--- src/rtl/rtc_seq_pkg.sv ---
package rtc_seq_pkg;
  typedef enum logic [1:0] {
    CK_START = 2'd0,
    CK_WRITE = 2'd1,
    CK_READ  = 2'd2,
    CK_STOP  = 2'd3
  } cmd_kind_e;

  localparam logic [3:0] DEV_CODE  = 4'b0110;
  localparam logic [2:0] SEL_STAT1 = 3'd0;
  localparam logic [2:0] SEL_STAT2 = 3'd1;
  localparam logic [2:0] SEL_CAL   = 3'd2;

  localparam int CAL_BYTES = 7;
  localparam int HOUR_POS  = 4;
  localparam int WDAY_POS  = 3;

  localparam logic [7:0] S1_NEEDS_INIT = 8'hC0;
  localparam logic [7:0] S1_INIT_SET   = 8'h03;
  localparam logic [7:0] S2_TEST_BIT   = 8'h80;
endpackage

--- src/rtl/rtc_bit_mirror.sv ---
module rtc_bit_mirror #(
  parameter int W = 8
) (
  input  logic [W-1:0] d,
  output logic [W-1:0] q
);
  for (genvar i = 0; i < W; i++) begin : g_bit
    assign q[i] = d[W-1-i];
  end
endmodule

--- src/rtl/rtc_seq_xfer.sv ---
module rtc_seq_xfer
  import rtc_seq_pkg::*;
#(
  parameter int NB = CAL_BYTES,
  localparam int BW = 8 * NB,
  localparam int LW = $clog2(NB + 1)
) (
  input  logic          clk,
  input  logic          rst_n,
  input  logic          x_start,
  input  logic [2:0]    x_cmd,
  input  logic          x_rd,
  input  logic [LW-1:0] x_len,
  input  logic [BW-1:0] x_wbuf,
  output logic          x_done,
  output logic          x_err,
  output logic [BW-1:0] x_rbuf,
  output logic          cmd_valid,
  output cmd_kind_e     cmd_kind,
  output logic [7:0]    cmd_wdata,
  output logic          cmd_nack,
  input  logic          cmd_done,
  input  logic          cmd_ack,
  input  logic          cmd_err,
  input  logic [7:0]    cmd_rdata
);
  typedef enum logic [2:0] {X_IDLE, X_START, X_ADDR, X_DATA, X_STOP} xst_e;

  xst_e          st_q, st_d;
  logic [2:0]    sel_q, sel_d;
  logic          rd_q, rd_d;
  logic [LW-1:0] left_q, left_d;
  logic [BW-1:0] sh_q, sh_d;
  logic          fail_q, fail_d;
  logic          done_q, done_d;
  logic          err_q, err_d;
  logic [7:0]    rd_mir, wr_mir;

  rtc_bit_mirror #(.W(8)) u_rd_mirror (.d(cmd_rdata), .q(rd_mir));
  rtc_bit_mirror #(.W(8)) u_wr_mirror (.d(sh_q[BW-1 -: 8]), .q(wr_mir));

  always_comb begin
    st_d   = st_q;
    sel_d  = sel_q;
    rd_d   = rd_q;
    left_d = left_q;
    sh_d   = sh_q;
    fail_d = fail_q;
    done_d = 1'b0;
    err_d  = err_q;
    case (st_q)
      X_IDLE: if (x_start) begin
        sel_d  = x_cmd;
        rd_d   = x_rd;
        left_d = x_len;
        sh_d   = x_wbuf;
        fail_d = 1'b0;
        st_d   = X_START;
      end
      X_START: if (cmd_done) begin
        if (cmd_err) begin
          fail_d = 1'b1;
          st_d   = X_STOP;
        end else begin
          st_d = X_ADDR;
        end
      end
      X_ADDR: if (cmd_done) begin
        if (cmd_err || !cmd_ack) begin
          fail_d = 1'b1;
          st_d   = X_STOP;
        end else if (left_q == '0) begin
          st_d = X_STOP;
        end else begin
          st_d = X_DATA;
        end
      end
      X_DATA: if (cmd_done) begin
        if (cmd_err || (!rd_q && !cmd_ack)) begin
          fail_d = 1'b1;
          st_d   = X_STOP;
        end else begin
          sh_d   = rd_q ? {sh_q[BW-9:0], rd_mir} : {sh_q[BW-9:0], 8'h00};
          left_d = left_q - LW'(1);
          if (left_q == LW'(1)) st_d = X_STOP;
        end
      end
      X_STOP: if (cmd_done) begin
        done_d = 1'b1;
        err_d  = fail_q | cmd_err;
        st_d   = X_IDLE;
      end
      default: st_d = X_IDLE;
    endcase
  end

  always_ff @(posedge clk or negedge rst_n) begin
    if (!rst_n) begin
      st_q   <= X_IDLE;
      sel_q  <= '0;
      rd_q   <= 1'b0;
      left_q <= '0;
      sh_q   <= '0;
      fail_q <= 1'b0;
      done_q <= 1'b0;
      err_q  <= 1'b0;
    end else begin
      st_q   <= st_d;
      sel_q  <= sel_d;
      rd_q   <= rd_d;
      left_q <= left_d;
      sh_q   <= sh_d;
      fail_q <= fail_d;
      done_q <= done_d;
      err_q  <= err_d;
    end
  end

  always_comb begin
    case (st_q)
      X_START: cmd_kind = CK_START;
      X_ADDR:  cmd_kind = CK_WRITE;
      X_DATA:  cmd_kind = rd_q ? CK_READ : CK_WRITE;
      default: cmd_kind = CK_STOP;
    endcase
  end

  assign cmd_valid = (st_q != X_IDLE);
  assign cmd_wdata = (st_q == X_ADDR) ? {DEV_CODE, sel_q, rd_q} : wr_mir;
  assign cmd_nack  = (st_q == X_DATA) && rd_q && (left_q == LW'(1));
  assign x_done    = done_q;
  assign x_err     = err_q;
  assign x_rbuf    = sh_q;

  // a presented command does not change until it completes
  a_r11_cmd_hold: assert property (@(posedge clk) disable iff (!rst_n)
    (cmd_valid && !cmd_done) |=>
      (cmd_valid && $stable(cmd_kind) && $stable(cmd_wdata) && $stable(cmd_nack)));

  // the NACK request only accompanies a read
  a_r9_nack_on_read: assert property (@(posedge clk) disable iff (!rst_n)
    cmd_nack |-> (cmd_valid && cmd_kind == CK_READ));

  // a finished transfer leaves the bus idle
  a_r10_done_idle: assert property (@(posedge clk) disable iff (!rst_n)
    x_done |-> !cmd_valid);
endmodule

--- src/rtl/rtc_seq_ctrl.sv ---
module rtc_seq_ctrl
  import rtc_seq_pkg::*;
#(
  parameter int NB = CAL_BYTES,
  localparam int BW = 8 * NB,
  localparam int LW = $clog2(NB + 1)
) (
  input  logic          clk,
  input  logic          rst_n,
  input  logic          host_req,
  input  logic          host_op,
  input  logic [BW-1:0] host_wtime,
  output logic          host_ack,
  output logic          host_err,
  output logic [BW-1:0] host_rtime,
  output logic          busy,
  output logic          ready,
  output logic          init_fail,
  output logic          x_start,
  output logic [2:0]    x_cmd,
  output logic          x_rd,
  output logic [LW-1:0] x_len,
  output logic [BW-1:0] x_wbuf,
  input  logic          x_done,
  input  logic          x_err,
  input  logic [BW-1:0] x_rbuf
);
  typedef enum logic [3:0] {
    C_RD1, C_W_RD1, C_WR1, C_W_WR1,
    C_RD2, C_W_RD2, C_WR2, C_W_WR2,
    C_READY, C_HOST, C_W_HOST, C_FAIL
  } cst_e;

  function automatic logic [BW-1:0] mk_mask();
    logic [BW-1:0] m;
    m = '1;
    m[8*(NB-1-HOUR_POS) +: 8] = 8'h3F;
    m[8*(NB-1-WDAY_POS) +: 8] = 8'h07;
    return m;
  endfunction

  localparam logic [BW-1:0] RD_MASK = mk_mask();

  cst_e          st_q, st_d;
  logic [7:0]    stat_q, stat_d;
  logic          op_q, op_d;
  logic [BW-1:0] time_q, time_d;
  logic          ack_q, ack_d;
  logic          herr_q, herr_d;
  logic          rdy_q, rdy_d;
  logic [7:0]    one_byte;

  always_comb begin
    st_d     = st_q;
    stat_d   = stat_q;
    op_d     = op_q;
    time_d   = time_q;
    ack_d    = 1'b0;
    herr_d   = herr_q;
    rdy_d    = rdy_q;
    x_start  = 1'b0;
    x_cmd    = SEL_STAT1;
    x_rd     = 1'b1;
    x_len    = LW'(1);
    one_byte = 8'h00;
    x_wbuf   = '0;
    case (st_q)
      C_RD1: begin
        x_start = 1'b1;
        st_d    = C_W_RD1;
      end
      C_W_RD1: if (x_done) begin
        stat_d = x_rbuf[7:0];
        if (x_err)                                  st_d = C_FAIL;
        else if ((x_rbuf[7:0] & S1_NEEDS_INIT) != 0) st_d = C_WR1;
        else                                        st_d = C_RD2;
      end
      C_WR1: begin
        x_start  = 1'b1;
        x_rd     = 1'b0;
        one_byte = stat_q | S1_INIT_SET;
        x_wbuf   = {one_byte, {(BW-8){1'b0}}};
        st_d     = C_W_WR1;
      end
      C_W_WR1: if (x_done) st_d = x_err ? C_FAIL : C_RD2;
      C_RD2: begin
        x_start = 1'b1;
        x_cmd   = SEL_STAT2;
        st_d    = C_W_RD2;
      end
      C_W_RD2: if (x_done) begin
        stat_d = x_rbuf[7:0];
        if (x_err)                                st_d = C_FAIL;
        else if ((x_rbuf[7:0] & S2_TEST_BIT) != 0) st_d = C_WR2;
        else begin
          st_d  = C_READY;
          rdy_d = 1'b1;
        end
      end
      C_WR2: begin
        x_start  = 1'b1;
        x_cmd    = SEL_STAT2;
        x_rd     = 1'b0;
        one_byte = stat_q & ~S2_TEST_BIT;
        x_wbuf   = {one_byte, {(BW-8){1'b0}}};
        st_d     = C_W_WR2;
      end
      C_W_WR2: if (x_done) begin
        if (x_err) st_d = C_FAIL;
        else begin
          st_d  = C_READY;
          rdy_d = 1'b1;
        end
      end
      C_READY: if (host_req) begin
        op_d   = host_op;
        time_d = host_wtime;
        st_d   = C_HOST;
      end
      C_HOST: begin
        x_start = 1'b1;
        x_cmd   = SEL_CAL;
        x_rd    = !op_q;
        x_len   = LW'(NB);
        x_wbuf  = time_q;
        st_d    = C_W_HOST;
      end
      C_W_HOST: if (x_done) begin
        ack_d  = 1'b1;
        herr_d = x_err;
        if (!op_q && !x_err) time_d = x_rbuf & RD_MASK;
        st_d = C_READY;
      end
      default: st_d = C_FAIL;
    endcase
  end

  always_ff @(posedge clk or negedge rst_n) begin
    if (!rst_n) begin
      st_q   <= C_RD1;
      stat_q <= '0;
      op_q   <= 1'b0;
      time_q <= '0;
      ack_q  <= 1'b0;
      herr_q <= 1'b0;
      rdy_q  <= 1'b0;
    end else begin
      st_q   <= st_d;
      stat_q <= stat_d;
      op_q   <= op_d;
      time_q <= time_d;
      ack_q  <= ack_d;
      herr_q <= herr_d;
      rdy_q  <= rdy_d;
    end
  end

  assign host_ack   = ack_q;
  assign host_err   = herr_q;
  assign host_rtime = time_q;
  assign busy       = (st_q != C_READY);
  assign ready      = rdy_q;
  assign init_fail  = (st_q == C_FAIL);

  // requests are refused until initialization has succeeded
  a_r5_busy_until_ready: assert property (@(posedge clk) disable iff (!rst_n)
    !ready |-> busy);

  // ready never drops once raised
  a_r5_ready_sticky: assert property (@(posedge clk) disable iff (!rst_n)
    ready |=> ready);

  // a failed bring-up never reports ready
  a_r10_fail_excl: assert property (@(posedge clk) disable iff (!rst_n)
    !(ready && init_fail));

  // completion is a single-cycle pulse
  a_r12_ack_pulse: assert property (@(posedge clk) disable iff (!rst_n)
    host_ack |=> !host_ack);
endmodule

--- src/rtl/rtc_seq_top.sv ---
module rtc_seq_top
  import rtc_seq_pkg::*;
#(
  parameter int NB = CAL_BYTES,
  localparam int BW = 8 * NB,
  localparam int LW = $clog2(NB + 1)
) (
  input  logic          clk,
  input  logic          rst_n,
  input  logic          host_req,
  input  logic          host_op,
  input  logic [BW-1:0] host_wtime,
  output logic          host_ack,
  output logic          host_err,
  output logic [BW-1:0] host_rtime,
  output logic          busy,
  output logic          ready,
  output logic          init_fail,
  output logic          cmd_valid,
  output logic [1:0]    cmd_kind,
  output logic [7:0]    cmd_wdata,
  output logic          cmd_nack,
  input  logic          cmd_done,
  input  logic          cmd_ack,
  input  logic          cmd_err,
  input  logic [7:0]    cmd_rdata
);
  logic          x_start, x_rd, x_done, x_err;
  logic [2:0]    x_cmd;
  logic [LW-1:0] x_len;
  logic [BW-1:0] x_wbuf, x_rbuf;
  cmd_kind_e     kind_int;

  rtc_seq_ctrl #(.NB(NB)) u_ctrl (
    .clk(clk), .rst_n(rst_n),
    .host_req(host_req), .host_op(host_op), .host_wtime(host_wtime),
    .host_ack(host_ack), .host_err(host_err), .host_rtime(host_rtime),
    .busy(busy), .ready(ready), .init_fail(init_fail),
    .x_start(x_start), .x_cmd(x_cmd), .x_rd(x_rd), .x_len(x_len),
    .x_wbuf(x_wbuf), .x_done(x_done), .x_err(x_err), .x_rbuf(x_rbuf)
  );

  rtc_seq_xfer #(.NB(NB)) u_xfer (
    .clk(clk), .rst_n(rst_n),
    .x_start(x_start), .x_cmd(x_cmd), .x_rd(x_rd), .x_len(x_len),
    .x_wbuf(x_wbuf), .x_done(x_done), .x_err(x_err), .x_rbuf(x_rbuf),
    .cmd_valid(cmd_valid), .cmd_kind(kind_int), .cmd_wdata(cmd_wdata),
    .cmd_nack(cmd_nack), .cmd_done(cmd_done), .cmd_ack(cmd_ack),
    .cmd_err(cmd_err), .cmd_rdata(cmd_rdata)
  );

  assign cmd_kind = kind_int;

  // ready appears only after the last bring-up transfer has released the bus
  a_r5_ready_bus_idle: assert property (@(posedge clk) disable iff (!rst_n)
    $rose(ready) |-> !cmd_valid);
endmodule

--- config.mk ---
export PLATFORM = sky130hd
export DESIGN_NAME = rtc_seq_top
export DESIGN_NICKNAME = d
export VERILOG_FILES = /design/src/rtl/rtc_seq_pkg.sv /design/src/rtl/rtc_bit_mirror.sv /design/src/rtl/rtc_seq_xfer.sv /design/src/rtl/rtc_seq_ctrl.sv /design/src/rtl/rtc_seq_top.sv
export SDC_FILE = /design/constraint.sdc
export NUM_CORES = 1
export LEC_CHECK = 0
export ABC_AREA = 0
export BUFFER_PORTS_ARGS = -buffer_cell sky130_fd_sc_hd__buf_2
export CORE_MARGIN = 4
export CORE_UTILIZATION = 50
export CTS_CLUSTER_DIAMETER = 100
export DETAILED_ROUTE_END_ITERATION = 7
export PLACE_DENSITY = 0.74
export SYNTH_ARGS = -nofsm -noshare
export SYNTH_HDL_FRONTEND = slang
export SYNTH_SLANG_ARGS = --single-unit
--- constraint.sdc ---
create_clock -name clk -period 1.85 [get_ports clk]
set_clock_uncertainty 0.2 [all_clocks]
set_input_delay 0.185 -clock clk [delete_from_list [all_inputs] [get_ports clk]]
set_output_delay 0.185 -clock clk [all_outputs]
set_load 0.05 [all_outputs]
Word-level counts from Yosys, hierarchy flattened
Cells that the tools add are included.
Widths: inputs -> output; s select.
{"block": "totals", "wordCells": 151, "register_bits": 141, "input_bits": 71, "output_inout_bits": 73}
{"block": "op_classes", "muxes": 63, "n_reduce_logical": 34, "addsub": 1, "n_eq_ne": 37, "n_bitwise": 1}
{"cell": "$mux 56", "count": 6}
{"cell": "$pmux 56 s2", "count": 2}
{"cell": "$pmux 56 s3", "count": 1}
{"cell": "$mux 3", "count": 15}
{"cell": "$pmux 4 s11", "count": 1}
{"cell": "$mux 4", "count": 10}
{"cell": "$reduce_bool 32->1", "count": 1}
{"cell": "$ne 2x2->1 const B", "count": 11}
{"cell": "$reduce_and 6->1", "count": 3}
{"cell": "$mux 1", "count": 17}
{"cell": "$eq 4x3->1 const B", "count": 4}
{"cell": "$eq 4x4->1 const B", "count": 4}
{"cell": "$mux 8", "count": 2}
{"cell": "$ne 2x1->1 const B", "count": 8}
{"cell": "$pmux 3 s5", "count": 1}
{"cell": "$reduce_and 2->1", "count": 5}
{"cell": "$eq 4x2->1 const B", "count": 2}
{"cell": "$reduce_and 4->1", "count": 2}
{"cell": "$reduce_and 8->1", "count": 1}
{"cell": "$eq 3x1->1 const B", "count": 2}
{"cell": "$eq 3x2->1 const B", "count": 2}
{"cell": "$logic_not 3->1", "count": 2}
{"cell": "$pmux 2 s3", "count": 1}
{"cell": "$pmux 3 s2", "count": 1}
{"cell": "other kinds (19)", "count": 32}

Depth between registers and ports, before layout
Gate-level depths: netlist of the first run.
{"block": "depth", "depth_word": 6, "ltp_mapped": 9, "ltp_nobuf": 7}

Hierarchy
Synthesis of the first run repeated with hierarchy kept, for this count alone.
{"block": "hier_totals", "cells_unflattened": 814, "hier_area_um2": 7652.3}
{"module": "rtc_seq_xfer", "seq_area_each_um2": 1726.7, "cells_per_inst": 410, "area_per_inst_um2": 3788.6, "instances": 1}
{"module": "rtc_seq_ctrl", "seq_area_each_um2": 1801.7, "cells_per_inst": 388, "area_per_inst_um2": 3743.6, "instances": 1}
{"module": "rtc_bit_mirror", "seq_area_each_um2": 0.0, "cells_per_inst": 8, "area_per_inst_um2": 60.1, "instances": 2}

Worst setup path before layout of the first run
Ideal clock, no wire load.
{"block": "synth_timing", "path_type": "register -> output", "startpoint": "register u_xfer.st_q[0]", "endpoint": "output cmd_wdata[1]", "arrival_ns": 1.907, "stages_incl_launch_ff": 4, "t_required_ns": 1.465, "path_slack_ns": -0.442, "path_buffers": 1, "cell_sequence": "dfrtp_1 > buf_1 > nor3b_2 > o21ai_0"}
{"block": "synth_via", "elab_chain_cells": 2}
{"element": "from (decl)", "line_no": "rtc_seq_xfer.sv:29", "rtl": "xst_e st_q, st_d;"}
{"element": "from (signal assigned)", "line_no": "rtc_seq_xfer.sv:108", "rtl": "st_q <= st_d;"}
{"element": "$eq 3x2->1", "line_no": "rtc_seq_xfer.sv:129", "rtl": "assign cmd_wdata = (st_q == X_ADDR) ? {DEV_CODE, sel_q, rd_q} : wr_mir;"}
{"element": "$mux 8", "line_no": "rtc_seq_xfer.sv:129"}
{"element": "to (decl)", "line_no": "rtc_seq_top.sv:21", "rtl": "output logic [7:0] cmd_wdata,"}
No other way between the ends.

Final worst setup path of the first run
{"block": "layout_timing", "startpoint": "register u_xfer.st_q[0]", "endpoint": "register u_xfer.sh_q[12], in the netlist u_xfer.x_rbuf[12]"}
{"block": "layout_via", "elab_chain_cells": 3, "word_cells_on_any_way": 8, "classes_between": "eq/ne (4); mux (1); reduce/logical (3)"}
{"element": "$eq 3x2->1 / $logic_not 3->1 (equally long branches)", "line_no": "rtc_seq_xfer.sv:51", "rtl": "case (st_q)"}
{"element": "$ne 2x2->1 (no line) / $reduce_bool 2->1 (equally long branches)"}
{"element": "$reduce_and 4->1 (no line)"}
{"element": "to (signal assigned)", "line_no": "rtc_seq_xfer.sv:103", "rtl": "sh_q <= '0;"}
{"element": "to (signal assigned)", "line_no": "rtc_seq_xfer.sv:112", "rtl": "sh_q <= sh_d;"}
{"element": "to (decl)", "line_no": "rtc_seq_xfer.sv:33", "rtl": "logic [BW-1:0] sh_q, sh_d;"}
Parallel ways exist; a longest one is shown, timed or not.
A chain may end at the register's enable or synchronous reset.

==> flow_summary.ini, run 1 <==
[worst_setup_path]
path_class = register to register
critPathLaunch = u_xfer.st_q[0]$_DFFE_PN0P_
r2r_start = u_xfer.st_q[0]$_DFFE_PN0P_
rr_endpoint = u_xfer.x_rbuf[12]$_DFFE_PN0P_
r2r_cells = 8
crit_path_start_kind = register
worst_ep_arrival_time_ps = 2310
crit_fanout = 6
required_ps = 1990
r2r_slack_ps = -320
critPathCapture = u_xfer.x_rbuf[12]$_DFFE_PN0P_
end_kind = register

[sta]
rsz0062_at_grt = yes
setup_ws_ps = -320
relSlewSlack = 0.647
holdWs_ps = 36.7
setup_viol = 83
min_period_over_period = 1.17
tns_ps = -16460
tightest_slew_ps = 529
fin_crit_ps = 2170
hold_viol = 0
drv_slew = 0
max_freq_mhz = 461

[floorplanning]
core_mm2 = 0.0133
die_x_um = 125
dieArea_mm2 = 0.0156
io_pins = 144
start_util = 0.513
rows = 42
die_y_um = 125

[yosys]
ys.flop_type = dfrtp_1
ys_warn_count = 0
syn-instance-count = 686
synth-edff-count = 0
yosysSeqAreaShare = 0.512
synth_area_per_cell_um2 = 9.98
synthDistinctLibCells = 54
async_reset_ff_frac = 1.00
syn_nets = 760
netlist_area_mm2 = 0.00685
yosys_register_bits = 140

[global_routing]
grt_pass1_wl_um = 35700
grt_max_degree = 59
track_usage = 0.285
grt_pass1_vias = 6661
globalRouteOverflowTotal = 0
antenna_found_initial = 0

[route]
ant_nets = 0
via_per_inst = 6.12
wl_um = 26300
remaining_drc_errors = 0
via_count = 7061
wl_per_cell_um = 22.8
dr.pass1.iters = 5
drtIter0Drc = 944

[cts]
clockRootBuffer = clkbuf_16
cts_tree = done
cts_buffer_depth = 2
htreeDepth = 4
cts_made_buffers = 17
clk_latency_ps = 430
cts.sinks = 140
clkTransAtPathRegs_ps = 60

[finish]
drive_gt1_frac = 0.405
synthToLayoutAreaGrowth_pct = 57.0
finalNonFillerCells = 1153
layout_commonest_cell = dfrtp_1
n_fill_cell = 710
diodes = 0
postLayoutCellArea_mm2 = 0.0108
mostFrequentLayoutCells = dfrtp_1, buf_2, dlygate4sd3_1, nand2_1, nor2_1
final_util = 0.806
multiInputGateArea_mm2 = 0.00337
fin_nets = 1039
regArea_mm2 = 0.00351

[job]
cap_violations = 0

[status]
status = complete, but fails checks
violations = setup timing

[pwr]
ir_drop_v = 0.00107
p_leak_nw = 5.12
p_total_mw = 19.8
p_per_area_mw_per_mm2 = 1840

[place]
dp_slack_ps = -88.7
hpwl_um = 13000
place.gp.congestion = 0.895
dp.cells = 993
port_buffers = 143
dpl_cell_area_mm2 = 0.00805

[hold_path]
hp-class = input pin to asynchronous set/reset pin
## how the worst min path moves through the flow
stage,start,to,cells after the start
after floorplan,rst_n,u_ctrl.host_ack$_DFF_PN0_,0
after global placement,rst_n,u_xfer.x_done$_DFF_PN0_,1
after detailed placement,rst_n,u_xfer.fail_q$_DFFE_PN0P_,1
after CTS,rst_n,u_xfer.fail_q$_DFFE_PN0P_,2
after global routing,rst_n,u_xfer.x_done$_DFF_PN0_,2
final,rst_n,u_xfer.fail_q$_DFFE_PN0P_,2
## cells in the mapped netlist (4+ instances only)
library cell  count  share of area
mux2_2           11          0.018
o21ai_1          23          0.017
buf_4             6         0.0066
or2_2             4         0.0037
buf_2            20          0.015
a221o_1           7          0.010
a21oi_2          33          0.042
mux2i_1          49          0.072
nand2_1          75          0.041
dfrtp_1         140           0.51
o21ai_0          55          0.040
buf_6             5         0.0082
nand2b_1          8         0.0073
buf_1             5         0.0027
a21oi_1          29          0.021
o211ai_1          7         0.0077
a22oi_1          49          0.054
inv_1            12         0.0066
nor2b_1           4         0.0037
nor2_1           67          0.037
clkbuf_1         20          0.011
nor3_1            6         0.0044
## sequential cells by signal, indices dropped and copies added, names as in the netlist, 2 cells and up
signal and flops:
u_ctrl.host_rtime 56, u_ctrl.st_q 4, u_ctrl.stat_q 8, u_xfer.left_q 3, u_xfer.sel_q 2, u_xfer.x_rbuf 56
u_xfer.st_q 3
## power by group
part           switching [mW]  internal (mW)  total [mW]
sequential               1.51           4.36        5.88
clock                    1.35           2.21        3.56
combinational            6.10           4.23        10.3
total                    8.96           10.8        19.8
## metal layers
layer / up-vias / routed length (um) / global-route usage
li1: 3025 / - / -
met1: 3466 / 9780 / 0.366
met2: 473 / 13100 / 0.479
met3: 97 / 2460 / 0.0559
met4: 0 / 890 / 0.112
met5: - / 0 / 0
## critical path, cell delays in order, from the launching register on
cell,delay [ps]
dfrtp_1,390
buf_4,160
or3_4,400
a21oi_4,160
o22a_4,230
buf_12,170
buf_16,130
nor2_1,60
a21oi_1,170
## cell type report
class                   count  share of cell area
clock buffers              20              0.0434
repair buffers            317               0.279
multi-input cells         477               0.313
flip-flops and latches    140               0.326
inverters                  12             0.00419
clock inverters            11              0.0133
well taps                 176              0.0205
## timing repair
| action | 4_1_cts | 5_1_grt |
|---|---|---|
| setup endpoints to repair | 74 | 143 |
| gates resized for setup | 58 | 78 |
| hold endpoints to repair | 211 | 0 |
| setup buffers | 19 | 16 |
| pin swaps | 10 | 12 |
| hold buffers | 69 | 0 |
| gates cloned | 6 | 22 |
## cell families (layout without fill, tap and decap cells)
| kind of cell | after synthesis | in the layout | share of synthesized area |
|---|---|---|---|
| DFF | 140 | 140 | 0.512 |
| muxes | 60 | 60 | 0.0897 |
| AOI/OAI and AO/OA | 226 | 226 | 0.220 |
| buffers and inverters | 69 | 360 | 0.0504 |
| adders and majority gates | 3 | 3 | 0.00548 |
| and+or+nand+nor | 188 | 188 | 0.123 |
Power figures use the tool's default switching activity.
==> run 2: changes to the inputs <==
--- a/config.mk
+++ b/config.mk
@@ -8,10 +8,10 @@
 export ABC_AREA = 0
 export BUFFER_PORTS_ARGS = -buffer_cell sky130_fd_sc_hd__buf_2
 export CORE_MARGIN = 4
-export CORE_UTILIZATION = 50
+export CORE_UTILIZATION = 45
 export CTS_CLUSTER_DIAMETER = 100
 export DETAILED_ROUTE_END_ITERATION = 7
-export PLACE_DENSITY = 0.74
+export PLACE_DENSITY = 0.7
 export SYNTH_ARGS = -nofsm -noshare
 export SYNTH_HDL_FRONTEND = slang
 export SYNTH_SLANG_ARGS = --single-unit
==> run 2 against run 1 <==
  * The run still ends with setup timing left
  * Sequential share of layout area increased by 2.5 points
  * Largest power group unchanged
  * Die area increased by 10%
  * Setup slack improved by 80 ps
  * Wire length decreased by 19%
  * Highest routed layer unchanged
  * Sequential cell count unchanged
  * Global-route usage decreased by 3.7 points
  * Final cell count decreased by 2.3%
  * Hold slack improved by 38 ps
  * Non-clock buffer count decreased by 32
  * Combinational power decreased by 14%
  * Fmax increased by 3.8%
  * Sequential power decreased by 2%
==> flow_summary.ini, run 2 (same netlist as run 1, synthesis figures left out) <==
[status]
status = complete, but fails checks
violations = setup timing

[global_routing]
track_usage = 0.249
grt_pass1_wl_um = 34600
grt_max_degree = 61
grt_pass1_vias = 6565
globalRouteOverflowTotal = 0
antenna_found_initial = 0

[finish]
drive_gt1_frac = 0.359
diodes = 0
layout_commonest_cell = dfrtp_1
synthToLayoutAreaGrowth_pct = 45.7
final_util = 0.679
fin_nets = 1007
mostFrequentLayoutCells = dfrtp_1, buf_2, nand2_1, dlygate4sd3_1, nor2_1

[sta]
relSlewSlack = 0.646
min_period_over_period = 1.13
setup_viol = 72
fin_crit_ps = 2090
tns_ps = -10840
rsz0062_at_grt = yes
holdWs_ps = 74.2
setup_ws_ps = -241
tightest_slew_ps = 530
max_freq_mhz = 478
hold_viol = 0
drv_slew = 0

[worst_setup_path]
rr_endpoint = u_xfer.x_rbuf[20]$_DFFE_PN0P_
worst_ep_arrival_time_ps = 1710
r2r_start = u_xfer.st_q[1]$_DFFE_PN0P_
path_class = register to output pin
r2r_cells = 7
end_kind = output pin
crit_fanout = 4
required_ps = 1460
r2r_slack_ps = -210
crit_path_start_kind = register

[pwr]
p_per_area_mw_per_mm2 = 1800
p_int_mw = 9.88
power_frac_seq = 0.321
p_sw_mw = 8.05
power_frac_comb = 0.494
p_leak_nw = 4.77
ir_drop_v = 0.00100
clockPowerShare = 0.185
switching_share = 0.449

[floorplanning]
start_util = 0.466
dieArea_mm2 = 0.0173
core_mm2 = 0.0147
io_pins = 144
rows = 44
die_y_um = 131
die_x_um = 131

[route]
wl_per_cell_um = 18.9
dr.pass1.iters = 5
via_count = 6328
remaining_drc_errors = 0
drtIter0Drc = 543
via_per_inst = 5.61
wl_um = 21300
ant_nets = 0

[cts]
cts.sinks = 140
cts_tree = done
clockRootBuffer = clkbuf_16
htreeDepth = 4
cts_buffer_depth = 2
clk_latency_ps = 420
cts_made_buffers = 17
clkTransAtPathRegs_ps = 60

[job]
cap_violations = 0

[place]
place.gp.congestion = 0.892
hpwl_um = 13600
port_buffers = 143

[hold_path]
hp-class = input pin to asynchronous set/reset pin
[run 2: power groups by stage]
| stage | clock (mW) | combinational [mW] | sequential (mW) |
|---|---|---|---|
| after floorplan | 0 | 4.13 | 6.87 |
| after global placement | 0 | 7.37 | 5.68 |
| after detailed placement | 0 | 7.58 | 5.71 |
| after CTS | 3.37 | 8.59 | 5.69 |
| after global routing | 3.52 | 9.50 | 5.89 |
| final | 3.32 | 8.86 | 5.75 |
[run 2: worst max-delay path by stage]
stage | from | endpoint | depth (start not counted)
after floorplan | u_xfer.st_q[2]$_DFFE_PN0P_ | u_xfer.x_rbuf[0]$_DFFE_PN0P_ | 8
after global placement | u_xfer.st_q[2]$_DFFE_PN0P_ | u_xfer.x_rbuf[18]$_DFFE_PN0P_ | 6
after detailed placement | u_xfer.st_q[2]$_DFFE_PN0P_ | u_xfer.x_rbuf[9]$_DFFE_PN0P_ | 6
after CTS | u_xfer.st_q[2]$_DFFE_PN0P_ | cmd_wdata[0] | 4
after global routing | u_xfer.st_q[2]$_DFFE_PN0P_ | cmd_wdata[2] | 6
final | u_xfer.st_q[2]$_DFFE_PN0P_ | cmd_wdata[0] | 4
[run 2: worst max-delay path, stage by stage (launching register included)]
cell     delay, ps
dfrtp_1        410
buf_6          140
nor3b_4        230
mux2_4         340
buf_8          150
[run 2: layer usage]
metal,vias up,wire length [um],track usage,share of wire
li1,2944,-,-,-
met2,241,10400,0.412,0.49
met4,0,580,0.0945,0.027
met1,3098,9130,0.326,0.43
met5,-,0,0,0
met3,45,1220,0.0463,0.057
[run 2: repair_timing]
action / in CTS / in global routing
cloned: 3 / 1
buffers inserted: 11 / 7
resized for setup: 66 / 25
endpoints found under the setup margin: 71 / 113
endpoints found under the hold margin: 211 / 0
hold buffers: 69 / 0
pin swaps: 9 / 2
[run 2: layout make-up]
| cell class | count | area [um2] |
|---|---|---|
| Timing Repair Buffer | 285 | 2380 |
| Multi-Input combinational cell | 477 | 3250 |
| Tap cell | 184 | 230 |
| Sequential cell | 140 | 3510 |
| Inverter | 12 | 45.0 |
| Fill cell | 1060 | 4720 |
| Clock buffer | 22 | 474 |
| Clock inverter | 7 | 91.3 |
[run 2: metrics by stage]
step	instance area, um2	power, mW	setup WS, ps	instances
2_1_floorplan	6930	11.0	-104	686
3_3_place_gp	8110	13.0	-69.1	1007
3_5_place_dp	8110	13.3	-102	1007
4_1_cts	9800	17.6	-251	1119
5_1_grt	9980	18.9	-317	1127
6_report	9980	17.9	-241	1127
